[config.mk]
export PLATFORM = sky130hd
export DESIGN_NAME = pulse_width_timer
export DESIGN_NICKNAME = d
export VERILOG_FILES = /design/src/rtl/pwt_pkg.sv /design/src/rtl/pwt_tick_gen.sv /design/src/rtl/pwt_edge_filter.sv /design/src/rtl/pwt_capture_core.sv /design/src/rtl/pulse_width_timer.sv
export SDC_FILE = /design/constraint.sdc
export NUM_CORES = 1
export LEC_CHECK = 0
export ABC_AREA = 1
export BUFFER_PORTS_ARGS = -buffer_cell sky130_fd_sc_hd__buf_4
export CELL_PAD_IN_SITES_DETAIL_PLACEMENT = 1
export CELL_PAD_IN_SITES_GLOBAL_PLACEMENT = 1
export CORE_MARGIN = 2
export CORE_UTILIZATION = 25
export CTS_CLUSTER_SIZE = 14
export DETAILED_ROUTE_END_ITERATION = 8
export GPL_TIMING_DRIVEN = 1
export PLACE_DENSITY_LB_ADDON = 0.1
export SYNTH_ARGS = -nofsm -noshare
export SYNTH_HDL_FRONTEND = slang
export SYNTH_HIERARCHICAL = 1
export SYNTH_SLANG_ARGS = --single-unit
[constraint.sdc]
create_clock -name clk -period 2.5 [get_ports clk]
set_input_delay 0.25 -clock clk [delete_from_list [all_inputs] [get_ports clk]]
set_output_delay 0.25 -clock clk [all_outputs]
set_load 0.005 [all_outputs]
[src/rtl/pwt_pkg.sv]
// Shared encodings for the pulse width timer.
// Assumes 2-bit select inputs on the top level.
package pwt_pkg;
    typedef enum logic [1:0] {
        EDGE_FALL = 2'b00,
        EDGE_RISE = 2'b01,
        EDGE_NONE = 2'b10,
        EDGE_BOTH = 2'b11
    } edge_mode_e;

    typedef enum logic [1:0] {
        DIV_ONE  = 2'b00,
        DIV_MID  = 2'b01,
        DIV_HIGH = 2'b10,
        DIV_STOP = 2'b11
    } presc_mode_e;
endpackage

[src/rtl/pwt_tick_gen.sv]
// Count-clock enable generator.
// Produces a one-cycle tick at the rate picked by presc_sel:
// every cycle, every 2**MID_LOG2 cycles, every 2**HIGH_LOG2 cycles,
// or never. Assumes HIGH_LOG2 >= MID_LOG2 >= 1.
module pwt_tick_gen
    import pwt_pkg::*;
#(
    parameter int MID_LOG2  = 2,
    parameter int HIGH_LOG2 = 4
) (
    input  logic       clk,
    input  logic       rst_n,
    input  logic [1:0] presc_sel,
    output logic       tick
);
    localparam int DIVW = HIGH_LOG2;

    logic [DIVW-1:0] div_q;

    // Free-running divider shared by both divided rates.
    always_ff @(posedge clk) begin
        if (!rst_n) div_q <= '0;
        else        div_q <= div_q + 1'b1;
    end

    // Decode the selected rate into a single-cycle enable.
    always_comb begin
        case (presc_mode_e'(presc_sel))
            DIV_ONE:  tick = 1'b1;
            DIV_MID:  tick = &div_q[MID_LOG2-1:0];
            DIV_HIGH: tick = &div_q;
            default:  tick = 1'b0;
        endcase
    end


    high_rate_spacing_chk: assert property (@(posedge clk) disable iff (!rst_n)
        ($past(rst_n) && tick && presc_sel == DIV_HIGH && $past(presc_sel) == DIV_HIGH)
            |-> !$past(tick));
endmodule

[src/rtl/pwt_edge_filter.sv]
// Input conditioning for the measured pin.
// Synchronizes the raw pin, samples it on each tick, and accepts a new
// level only after two consecutive samples agree. Emits one-cycle
// rise/fall pulses in the cycle after acceptance. Assumes pin_raw is
// asynchronous and SYNC_STAGES >= 1.
module pwt_edge_filter #(
    parameter int SYNC_STAGES = 2
) (
    input  logic clk,
    input  logic rst_n,
    input  logic tick,
    input  logic pin_raw,
    output logic rise_p,
    output logic fall_p
);
    logic pin_s;
    logic samp_q;
    logic lvl_q;

    generate
        if (SYNC_STAGES == 1) begin : g_sync1
            logic s_q;
            // Single-stage synchronizer.
            always_ff @(posedge clk) begin
                if (!rst_n) s_q <= 1'b0;
                else        s_q <= pin_raw;
            end
            assign pin_s = s_q;
        end else begin : g_syncn
            logic [SYNC_STAGES-1:0] s_q;
            // Multi-stage synchronizer shift chain.
            always_ff @(posedge clk) begin
                if (!rst_n) s_q <= '0;
                else        s_q <= {s_q[SYNC_STAGES-2:0], pin_raw};
            end
            assign pin_s = s_q[SYNC_STAGES-1];
        end
    endgenerate

    // Tick-rate sampling with two-sample agreement before a level change.
    always_ff @(posedge clk) begin
        if (!rst_n) begin
            samp_q <= 1'b0;
            lvl_q  <= 1'b0;
            rise_p <= 1'b0;
            fall_p <= 1'b0;
        end else begin
            rise_p <= 1'b0;
            fall_p <= 1'b0;
            if (tick) begin
                samp_q <= pin_s;
                if (pin_s == samp_q && pin_s != lvl_q) begin
                    lvl_q  <= pin_s;
                    rise_p <= pin_s;
                    fall_p <= ~pin_s;
                end
            end
        end
    end


    level_on_tick_chk: assert property (@(posedge clk) disable iff (!rst_n)
        !$stable(lvl_q) |-> $past(tick));


    two_sample_chk: assert property (@(posedge clk) disable iff (!rst_n)
        !$stable(lvl_q) |-> ($past(samp_q) == lvl_q));
endmodule

[src/rtl/pwt_capture_core.sv]
// Free-running counter with two capture registers and a sticky wrap flag.
// Routes filtered edges to capture A (with interrupt) or capture B
// according to edge_sel. Assumes rise_p/fall_p are one-cycle pulses
// that never occur together.
module pwt_capture_core
    import pwt_pkg::*;
#(
    parameter int CNT_W = 16
) (
    input  logic             clk,
    input  logic             rst_n,
    input  logic             tick,
    input  logic             rise_p,
    input  logic             fall_p,
    input  logic [1:0]       edge_sel,
    input  logic             ovf_clr,
    output logic [CNT_W-1:0] cap_a,
    output logic [CNT_W-1:0] cap_b,
    output logic             irq,
    output logic             ovf
);
    logic [CNT_W-1:0] cnt_q;
    logic             act_hit;
    logic             opp_hit;

    // Map filtered edges onto the active and opposite capture paths.
    always_comb begin
        case (edge_mode_e'(edge_sel))
            EDGE_RISE: begin act_hit = rise_p;          opp_hit = fall_p; end
            EDGE_FALL: begin act_hit = fall_p;          opp_hit = rise_p; end
            EDGE_BOTH: begin act_hit = rise_p | fall_p; opp_hit = 1'b0;   end
            default:   begin act_hit = 1'b0;            opp_hit = 1'b0;   end
        endcase
    end

    // Free-running counter, advanced by the count-clock tick only.
    always_ff @(posedge clk) begin
        if (!rst_n)    cnt_q <= '0;
        else if (tick) cnt_q <= cnt_q + 1'b1;
    end

    // Sticky wrap flag; a wrap takes priority over a clear.
    always_ff @(posedge clk) begin
        if (!rst_n)                ovf <= 1'b0;
        else if (tick && &cnt_q)   ovf <= 1'b1;
        else if (ovf_clr)          ovf <= 1'b0;
    end

    // Capture registers and the interrupt pulse aligned with capture A.
    always_ff @(posedge clk) begin
        if (!rst_n) begin
            cap_a <= '0;
            cap_b <= '0;
            irq   <= 1'b0;
        end else begin
            irq <= act_hit;
            if (act_hit) cap_a <= cnt_q;
            if (opp_hit) cap_b <= cnt_q;
        end
    end


    count_step_chk: assert property (@(posedge clk) disable iff (!rst_n)
        ($past(rst_n) && $past(tick)) |-> (cnt_q == CNT_W'($past(cnt_q) + 1'b1)));


    count_hold_chk: assert property (@(posedge clk) disable iff (!rst_n)
        ($past(rst_n) && !$past(tick)) |-> $stable(cnt_q));


    wrap_sets_flag_chk: assert property (@(posedge clk) disable iff (!rst_n)
        ($past(rst_n) && $past(tick) && &$past(cnt_q)) |-> ovf);


    irq_single_chk: assert property (@(posedge clk) disable iff (!rst_n)
        irq |=> !irq);


    both_holds_b_chk: assert property (@(posedge clk) disable iff (!rst_n)
        ($past(rst_n) && edge_sel == EDGE_BOTH && $past(edge_sel) == EDGE_BOTH)
            |-> $stable(cap_b));
endmodule

[src/rtl/pulse_width_timer.sv]
// Top level of the dual-capture pulse width timer.
// Joins the tick generator, input filter and capture core.
// Assumes a single clock domain except for the raw pin.
module pulse_width_timer #(
    parameter int CNT_W       = 16,
    parameter int MID_LOG2    = 2,
    parameter int HIGH_LOG2   = 4,
    parameter int SYNC_STAGES = 2
) (
    input  logic             clk,
    input  logic             rst_n,
    input  logic             pin_in,
    input  logic [1:0]       presc_sel,
    input  logic [1:0]       edge_sel,
    input  logic             ovf_clr,
    output logic [CNT_W-1:0] cap_a,
    output logic [CNT_W-1:0] cap_b,
    output logic             cap_irq,
    output logic             ovf_flag
);
    logic tick;
    logic rise_p;
    logic fall_p;

    pwt_tick_gen #(
        .MID_LOG2 (MID_LOG2),
        .HIGH_LOG2(HIGH_LOG2)
    ) u_tick (
        .clk      (clk),
        .rst_n    (rst_n),
        .presc_sel(presc_sel),
        .tick     (tick)
    );

    pwt_edge_filter #(
        .SYNC_STAGES(SYNC_STAGES)
    ) u_filt (
        .clk    (clk),
        .rst_n  (rst_n),
        .tick   (tick),
        .pin_raw(pin_in),
        .rise_p (rise_p),
        .fall_p (fall_p)
    );

    pwt_capture_core #(
        .CNT_W(CNT_W)
    ) u_core (
        .clk     (clk),
        .rst_n   (rst_n),
        .tick    (tick),
        .rise_p  (rise_p),
        .fall_p  (fall_p),
        .edge_sel(edge_sel),
        .ovf_clr (ovf_clr),
        .cap_a   (cap_a),
        .cap_b   (cap_b),
        .irq     (cap_irq),
        .ovf     (ovf_flag)
    );
endmodule

== Yosys cells after proc, flatten, opt, wreduce, memory -nomap -nowiden ==
Index checks and enable logic that the tools add are counted.

* Add/subtract/negate cells: 2
* Equality and inequality tests: 6
* Muxes and demuxes: 5
* Bitwise gates (word level): 2
* Reductions and logical operators: 10

{| class="wikitable"
|+ Operator list
! cell !! count
|-
| adder 16 x 1 -> 16 bit, second input constant || 1
|-
| AND reduction 16 bit || 1
|-
| case mux 1 bit (3 select lines) || 2
|-
| adder 4 x 1 -> 4 bit, second input constant || 1
|-
| equality test 2 x 1 -> 1 bit, second input constant || 2
|-
| equality test 2 bit, second input constant || 2
|-
| logical NOT 2 bit || 2
|-
| AND reduction 2 bit || 2
|-
| AND reduction 4 bit || 1
|-
| AND reduction 3 bit || 1
|-
| logical AND 1 bit || 2
|-
| 2-to-1 mux 1 bit || 2
|-
| case mux 1 bit (2 select lines) || 1
|-
| nonzero test 2 bit || 1
|-
| equality test 1 bit || 1
|-
| inequality test 1 bit || 1
|-
| NOT 1 bit || 1
|-
| bitwise OR 1 bit || 1
|}

* Register bits: 60
* Input bits: 8
* Word-level logic and storage cells: 36

== Longest topological paths before layout ==
Gate-level depths: netlist (run 1).

* Depth in word-level cells: 4
* Gate-level depth with buffers: 12
* Depth with buffers taken out: 12

== By module ==
Netlist (run 1), hierarchy kept.

{| class="wikitable"
|+ Modules (own cells, without submodules)
! module !! times used !! cells an instance !! area an instance (sq um) !! sequential area each (sq um)
|-
| pwt_capture_core || 1 || 261 || 1961.9 || 1001.0
|-
| pwt_edge_filter || 1 || 33 || 231.5 || 120.1
|-
| pwt_tick_gen || 1 || 23 || 170.2 || 80.1
|}

== Worst setup path before layout (run 1) ==
Ideal clock, no wire load.

* Path type: flip-flop to flip-flop
* From: register u_tick.div_q[0]
* To: register u_core.cnt_q[12]
* Arrival time: 1778 ps
* Data required time: 2384 ps
* Slack: 607 ps
* Stages on the path, launching flop included: 9
* Period minus slack after synthesis: 1893 ps
* Cells stage by stage: dfxtp_1 ha_1 nor2_1 o21ai_0 nand3_1 nor2_4 nand3_1 o21ai_0 nor2_1

* Cells in the longest elaborated chain, start to end: 2
* Elaborated cells between the ends (all ways): 3

{| class="wikitable"
|+ RTL lines
! item !! RTL line !! source
|-
| from (decl) || pwt_tick_gen.sv:18 || <nowiki>logic [DIVW-1:0] div_q;</nowiki>
|-
| from (signal assigned) || pwt_tick_gen.sv:23 || <nowiki>else div_q <= div_q + 1'b1;</nowiki>
|-
| AND reduction 4 bit or AND reduction 2 bit (tied branches) || pwt_tick_gen.sv:31, pwt_tick_gen.sv:30 ||
|-
| case mux 1 bit (3 select lines) * || pwt_tick_gen.sv:28 || <nowiki>case (presc_mode_e'(presc_sel))</nowiki>
|-
| via tick || pulse_width_timer.sv:21 || <nowiki>logic tick;</nowiki>
|-
| to (signal assigned) || pwt_capture_core.sv:39 || <nowiki>else if (tick) cnt_q <= cnt_q + 1'b1;</nowiki>
|-
| to (decl) || pwt_capture_core.sv:22 || <nowiki>logic [CNT_W-1:0] cnt_q;</nowiki>
|}

The timed path passes the listed nets; every way through them passes the cells marked *.
A chain may end at the register's enable or synchronous reset.

== Final worst setup path (run 1) ==
* From: register u_tick.div_q[0]
* To: register u_core.cnt_q[15]

Same word-level chain as after synthesis.

==> results of run 1 <==
layout make-up:
class / count / area [um2] / share of cell area
clock inverter: 5 / 52.6 / 0.0177
sequential: 60 / 1200 / 0.405
timing repair buffer: 42 / 315 / 0.106
clock buffer: 11 / 131 / 0.0443
inverter: 41 / 154 / 0.0519
multi-input combinational: 208 / 971 / 0.328
tap: 111 / 139 / 0.0469
layout by cell type, fill, tap and decap left out:
| cell | n |
|---|---|
| nor2_1 | 68 |
| dfxtp_1 | 60 |
| buf_4 | 42 |
| inv_1 | 38 |
| o21ai_0 | 38 |
| nand2_1 | 37 |
| a21oi_1 | 20 |
| nand3_1 | 15 |
| clkbuf_8 | 9 |
| nor3_1 | 8 |
| nand4_1 | 5 |
| nor2_2 | 4 |
| clkinv_2 | 3 |
| nand2_2 | 3 |
| nor2_4 | 3 |
| clkbuf_1 | 2 |
| inv_2 | 2 |
| o21ai_1 | 2 |
| xor2_1 | 2 |
| ha_1 | 2 |
| clkinvlp_4 | 1 |
| bufinv_16 | 1 |
| nand3_2 | 1 |
| clkinv_1 | 1 |
per-layer routing:
layer,part of all wire,vias to the layer above
met3,0.032,7
met2,0.44,33
met5,0,-
li1,-,1094
met1,0.52,1012
met4,0.014,0
sequential cells by signal, indices dropped and copies added, names as in the netlist:
name and flops:
u_core/cnt_q 16, u_filt/lvl_q 1, u_core/cap_a 16, u_filt/fall_p 1
u_filt/samp_q 1, u_core/cap_b 16, u_filt/rise_p 1, u_tick/div_q 4
u_filt/g_syncn.s_q 2, u_core/ovf 1, u_core/irq 1
power by group through the flow:
stage	clock, uW	sequential [uW]	combinational [uW]
after global placement	0	998	61.0
after detailed placement	0	998	61.9
after global routing	931	977	70.8
after floorplan	0	995	35.8
final	845	976	60.5
after CTS	878	976	62.0
critical path, delay by kind of cell (launching register included):
family	cells	cell delay, ns
buffers and inverters	1	0.16
flip-flops	1	0.37
AND/OR/NAND/NOR	7	0.67
AO/OA/AOI/OAI	1	0.50
adder cells (fa/ha/maj)	1	0.21
through the flow:
step / total power [uW] / cells / setup slack, ns / util / hold slack, ns
3_3_place_gp: 1060 / 462 / 0.318 / 0.302 / 0.394
6_report: 1880 / 478 / 0.469 / 0.322 / 0.101
2_1_floorplan: 1030 / 317 / 0.607 / - / 0.343
4_1_cts: 1920 / 478 / 0.131 / 0.322 / 0.0847
5_1_grt: 1980 / 478 / 0.173 / 0.322 / 0.129
3_5_place_dp: 1060 / 462 / 0.141 / 0.302 / 0.410
cell families after synthesis:
group	Yosys count	share of synthesized area
AND/OR/NAND/NOR	144	0.266
XOR/XNOR	2	0.00741
AO/OA/AOI/OAI	60	0.127
buffers and inverters	49	0.0810
adder cells (fa/ha/maj)	2	0.0106
flip-flops	60	0.508
path summary, 6_finish.rpt:
path | start | end | slack, ns
setup / recovery | u_tick/div_q[0]$_SDFF_PN0_ | u_core/cnt_q[15]$_SDFFE_PN0P_ | 0.47
hold / removal | pin_in | u_filt/g_syncn.s_q[0]$_SDFF_PN0_ | 0.10
setup reg to reg | u_tick/div_q[0]$_SDFF_PN0_ | u_core/cnt_q[15]$_SDFFE_PN0P_ | 0.47
hold reg to reg | u_filt/g_syncn.s_q[0]$_SDFF_PN0_ | u_filt/g_syncn.s_q[1]$_SDFF_PN0_ | 0.42
==> out/results.ini, run 1 <==
[outcome]
status=complete, no violations

[sta]
max_slew_margin=0.582
fin_skew_ns=0.0124
rsz0062_at_grt=no
setup_violations=0
setup_tns_ns=0
fmax_mhz=492
period_minus_slack_ns=2.03
finalMaxSlewViolations=0
tightest_slew_ns=0.622
finalCritPeriodShare=0.812
finalHoldViolCount=0

[die]
die_w_um=101
die-area_um2=10200
rows=35
coreArea_um2=9200
io_pins=42
start_util=0.257
die_h_um=101

[final_layout]
final_nets=372
area_growth_syn_to_layout_pct=25.4
fillers=1146
fin_area_um2=2960
num_antenna_cells=0
drive_above_1_share=0.188

[logic_synthesis]
synth_common_cells=nor2_1, dfxtp_1, o21ai_0, inv_1, nand2_1
yosysTopAreaCell=dfxtp_1
seq_area_frac_synth=0.508
synth_seq_cells=60
netlist.area_leader.share=0.508
syn_nets=327
ys.flop_type=dfxtp_1
synthTopCellsByArea=dfxtp_1, nor2_1, o21ai_0
yosysMostFrequentCell=nor2_1
yosysUniqueCellTypes=22
syn_area_um2=2360
yosysWarnings=6
synth_area_per_cell_um2=7.46
synth-edff-count=0
syn_inst=317
synthArstFlopShare=0

[power_and_ir_drop]
comb_power_share=0.032
max-vdd-ir-drop_v=0.000239
switchingPower_uw=438
power.share.clock=0.449
p_int_uw=1440
p_per_area_nw_per_um2=635
seqPwrFrac=0.519
p_sw_frac=0.233
power_leakage_uw=0.00137

[global_routing]
met2_usage=0.212
first_global_vias=2198
grt_pass1_wl_mm=10.8
track_usage=0.137
use_met1=0.185
top_usage_layer=met2
use_met3=0.0324
grt_start_max_net_pins=36
grt-ovfl-total=0
antenna_found_initial=0

[placed_design]
dp_hpwl_mm=4.40
port-buffer-count=41
placed_area_um2=2780
gp_congestion=0.701

[critical_path]
crit_required_ns=2.72
crit_top_cell=nor2_1
end_kind=register
critical_path.cell_chain=ha_1 -> nor2_1 -> o21ai_1 -> inv_2 -> nor2_1 -> nand2_1 -> nor2_4 -> nand3_1 -> nand2_1 -> nor2_1
path_max_fanout=9
slowest_stage=o21ai_1
cp-start-kind=register
crit_type=reg2reg
reg2reg_depth=10
cp_slowest_stage_delay_ns=0.50
crit_arrival_ns=2.25

[cts]
clkTransAtPathRegs_ns=0.07
cts_buffer_depth=2
cts_tree=done
cts-root-buf=clkbuf_8
ctsHoldBuffers=0
clock-sinks=60
cts_setup_buffers=0
cts_resized=0
cts_made_buffers=9
worstSkewPairLatency_ns=0.33
h-tree-depth=3

[drt]
vias_per_cell=4.49
ant_nets=0
first_iter_violations=52
vias=2146
routedWlPerCell_um=13.4
drt-total-wl_mm=6.39
drc=0
firstDrtPassIters=4

[worst_hold_path]
hold_class=in2reg
hold_depth=3

[job]
cap_violations=0

Power figures use the tool's default switching activity.
==> run 2: changes to the inputs <==
ABC_AREA = 0   (was 1)
clock period = 1.9 ns   (was 2.5 ns; I/O delays follow)
==> out/results.ini, run 2 <==
[outcome]
status=complete, no violations  ; unchanged

[logic_synthesis]
yosysUniqueCellTypes=35  ; was 22
syn_area_um2=2410  ; was 2360 um2
yosysWarnings=6  ; unchanged
synth_fa_ha_area_frac=0.0104  ; was 0.0106
synth_common_cells=dfxtp_1, nand2_1, mux2i_1, nand3_1, nor2b_1  ; was nor2_1, dfxtp_1, o21ai_0, inv_1, nand2_1
ys.flop_type=dfxtp_1  ; unchanged
synthTopCellsByArea=dfxtp_1, mux2i_1, nor2b_1  ; was dfxtp_1, nor2_1, o21ai_0
synth_seq_cells=60  ; unchanged
seq_area_frac_synth=0.499  ; was 0.508
syn_nets=256  ; was 327
synthXorXnorAreaFrac=0.0291  ; was 0.00741
synth-edff-count=0  ; unchanged
synth_top_family_by_area=simple AND/OR/NAND/NOR gates  ; unchanged
yosysTopAreaCell=dfxtp_1  ; unchanged
netlist.area_leader.share=0.499  ; was 0.508
synth_compound_area_frac=0.0774  ; was 0.127
syn_inst=246  ; was 317
synthSimpleGateAreaFrac=0.265  ; was 0.266
synth_area_per_cell_um2=9.79  ; was 7.46 um2
yosysMostFrequentCell=dfxtp_1  ; was nor2_1
synthMuxAreaShare=0.0873  ; was 0
synthArstFlopShare=0  ; unchanged

[global_routing]
grt-ovfl-total=0  ; unchanged
antenna_found_initial=0  ; unchanged
first_global_vias=1817  ; was 2,198
grt_pass1_wl_mm=9.47  ; was 10.8 mm
grt_start_max_net_pins=67  ; was 36
track_usage=0.120  ; was 0.137

[sta]
rsz0062_at_grt=no  ; unchanged
fmax_mhz=583  ; was 492 MHz
tightest_slew_ns=0.601  ; was 0.622 ns
period_minus_slack_ns=1.72  ; was 2.03 ns
finalCritPeriodShare=0.903  ; was 0.812
finalMaxSlewViolations=0  ; unchanged
whs_ns=0.0677  ; was 0.101 ns
max_slew_margin=0.599  ; was 0.582
setup_tns_ns=0  ; unchanged
fin_skew_ns=0.00397  ; was 0.0124 ns
setup_violations=0  ; unchanged
finalHoldViolCount=0  ; unchanged

[die]
start_util=0.259  ; was 0.257
coreArea_um2=9280  ; was 9200 um2
die_h_um=102  ; was 101 um
io_pins=42  ; unchanged
rows=35  ; unchanged
die-area_um2=10400  ; was 10,200 um2
die_w_um=102  ; was 101 um

[final_layout]
area_growth_syn_to_layout_pct=26.2  ; was 25.4%
layout_commonest_cell=dfxtp_1  ; was nor2_1
fillers=1104  ; was 1,146
layout.cells.non_filler=427  ; was 478
final_cell_mix=dfxtp_1, buf_4, nand2_1  ; was nor2_1, dfxtp_1, buf_4
top_regs=u_core/cap_a: 16 flops, u_core/cap_b: 16 flops, u_core/cnt_q: 16 flops  ; unchanged
seqCellArea_um2=1200  ; unchanged
final_nets=303  ; was 372
drive_above_1_share=0.238  ; was 0.188
multiInputGateArea_um2=1130  ; was 971 um2
fin_area_um2=3040  ; was 2960 um2
num_antenna_cells=0  ; unchanged

[worst_hold_path]
hold_class=in2reg  ; unchanged
hp-start=pin_in  ; unchanged
hold_depth=2  ; was 3
hold-path-endpoint=u_filt/g_syncn.s_q[0]$_SDFF_PN0_  ; unchanged

[cts]
worstSkewPairLatency_ns=0.33  ; about the same
cts_buffer_depth=2  ; unchanged
cts_made_buffers=9  ; unchanged
clock-sinks=60  ; unchanged
h-tree-depth=3  ; unchanged
cts_setup_buffers=0  ; unchanged
cts_tree=done  ; unchanged
clkTransAtPathRegs_ns=0.06  ; was 0.07 ns
cts-root-buf=clkbuf_8  ; unchanged

[critical_path]
worst_r2r_endpoint=u_core/cnt_q[9]$_SDFFE_PN0P_  ; was u_core/cnt_q[15]$_SDFFE_PN0P_
path_delay_family=compound AO/OA/AOI/OAI gates  ; was simple AND/OR/NAND/NOR gates
crit_required_ns=2.13  ; was 2.72 ns
crit_type=reg2reg  ; unchanged
critical_path.cell_chain=ha_1 -> nand4b_1 -> o211ai_1 -> nand4_1 -> buf_4 -> nor2_2 -> a31oi_1 -> a41o_1  ; was ha_1 -> nor2_1 -> o21ai_1 -> inv_2 -> nor2_1 -> nand2_1 -> nor2_4 -> nand3_1 -> nand2_1 -> nor2_1
cp-start-kind=register  ; unchanged
ff2ff_setup_slack_ns=0.18  ; was 0.47 ns
end_kind=register  ; unchanged
path_max_fanout=11  ; was 9
crit_path_start=u_tick/div_q[0]$_SDFF_PN0_  ; unchanged
reg2reg_depth=8  ; was 10
path_buf_inv=1  ; unchanged
slowest_stage=dfxtp_1  ; was o21ai_1
crit_arrival_ns=1.94  ; was 2.25 ns
cp_slowest_stage_delay_ns=0.36  ; was 0.50 ns
r2r-start=u_tick/div_q[0]$_SDFF_PN0_  ; unchanged

[placed_design]
port-buffer-count=41  ; unchanged
dp_hpwl_mm=3.84  ; was 4.40 mm
placedCellCount=411  ; was 462
gp_congestion=0.709  ; was 0.701
placed_area_um2=2880  ; was 2780 um2

[power_and_ir_drop]
max-vdd-ir-drop_v=0.000231  ; was 0.000239 V
p_per_area_nw_per_um2=774  ; was 635 nW/um2
power_leakage_uw=0.00115  ; was 0.00137 uW

[drt]
vias_per_cell=4.25  ; was 4.49
first_iter_violations=54  ; was 52
drt-total-wl_mm=5.62  ; was 6.39 mm
ant_nets=0  ; unchanged
drc=0  ; unchanged
vias=1816  ; was 2,146
firstDrtPassIters=4  ; unchanged
routedWlPerCell_um=13.2  ; was 13.4 um

[job]
cap_violations=0  ; unchanged

## run 2: power by group
group          leakage [uW]  switching, uW  internal [uW]  total, uW
clock             0.0000844            478            507        985
sequential         0.000484           7.28           1270       1280
combinational      0.000579           50.6           40.7       91.3
## run 2: per-stage QoR
stage	worst slack, ns	power [uW]	utilization
after floorplan	0.0326	1360	-
after global placement	0.139	1400	0.310
after detailed placement	0.101	1400	0.310
after CTS	0.0947	2400	0.327
after global routing	0.0167	2470	0.327
final	0.185	2350	0.327
## run 2: how the worst max path moves through the flow
stage	end	slack, ns	cells past startpoint
6_report	u_core/cnt_q[9]$_SDFFE_PN0P_	0.18	8
5_1_grt	u_core/ovf$_SDFFE_PN0P_	0.02	8
4_1_cts	u_core/cnt_q[9]$_SDFFE_PN0P_	0.09	8
3_5_place_dp	u_core/cnt_q[9]$_SDFFE_PN0P_	0.10	8
3_3_place_gp	u_core/cnt_q[9]$_SDFFE_PN0P_	0.14	8
2_1_floorplan	u_core/cnt_q[5]$_SDFFE_PN0P_	0.03	8
## run 2: logic make-up after synthesis
| family | after synthesis |
|---|---|
| AO/OA/AOI/OAI | 31 |
| adder cells (fa/ha/maj) | 2 |
| AND/OR/NAND/NOR | 108 |
| multiplexers | 21 |
| XOR/XNOR | 8 |
| buffers and inverters | 16 |
| flip-flops | 60 |
## run 2: repair_timing
| item | CTS | global route |
|---|---|---|
| resized for setup | 0 | 1 |
| setup endpoints to repair | 0 | 2 |
| hold buffers | 0 | 0 |
## run 2: metal layers
| metal | wire [um] | vias up | GRT usage |
|---|---|---|---|
| met3 | 238 | 12 | 0.0294 |
| met4 | 130 | 0 | 0.0677 |
| met2 | 2180 | 34 | 0.158 |
| met1 | 3070 | 827 | 0.177 |
| met5 | 0 | - | 0 |
| li1 | - | 943 | - |
## run 2: final cells by class
cell class,instances,share of cell area
clock buffers,14,0.0502
clock inverters,2,0.00329
inverters,2,0.00247
multi-input cells,170,0.372
flip-flops and latches,60,0.395
well taps,129,0.0531
repair buffers,50,0.123
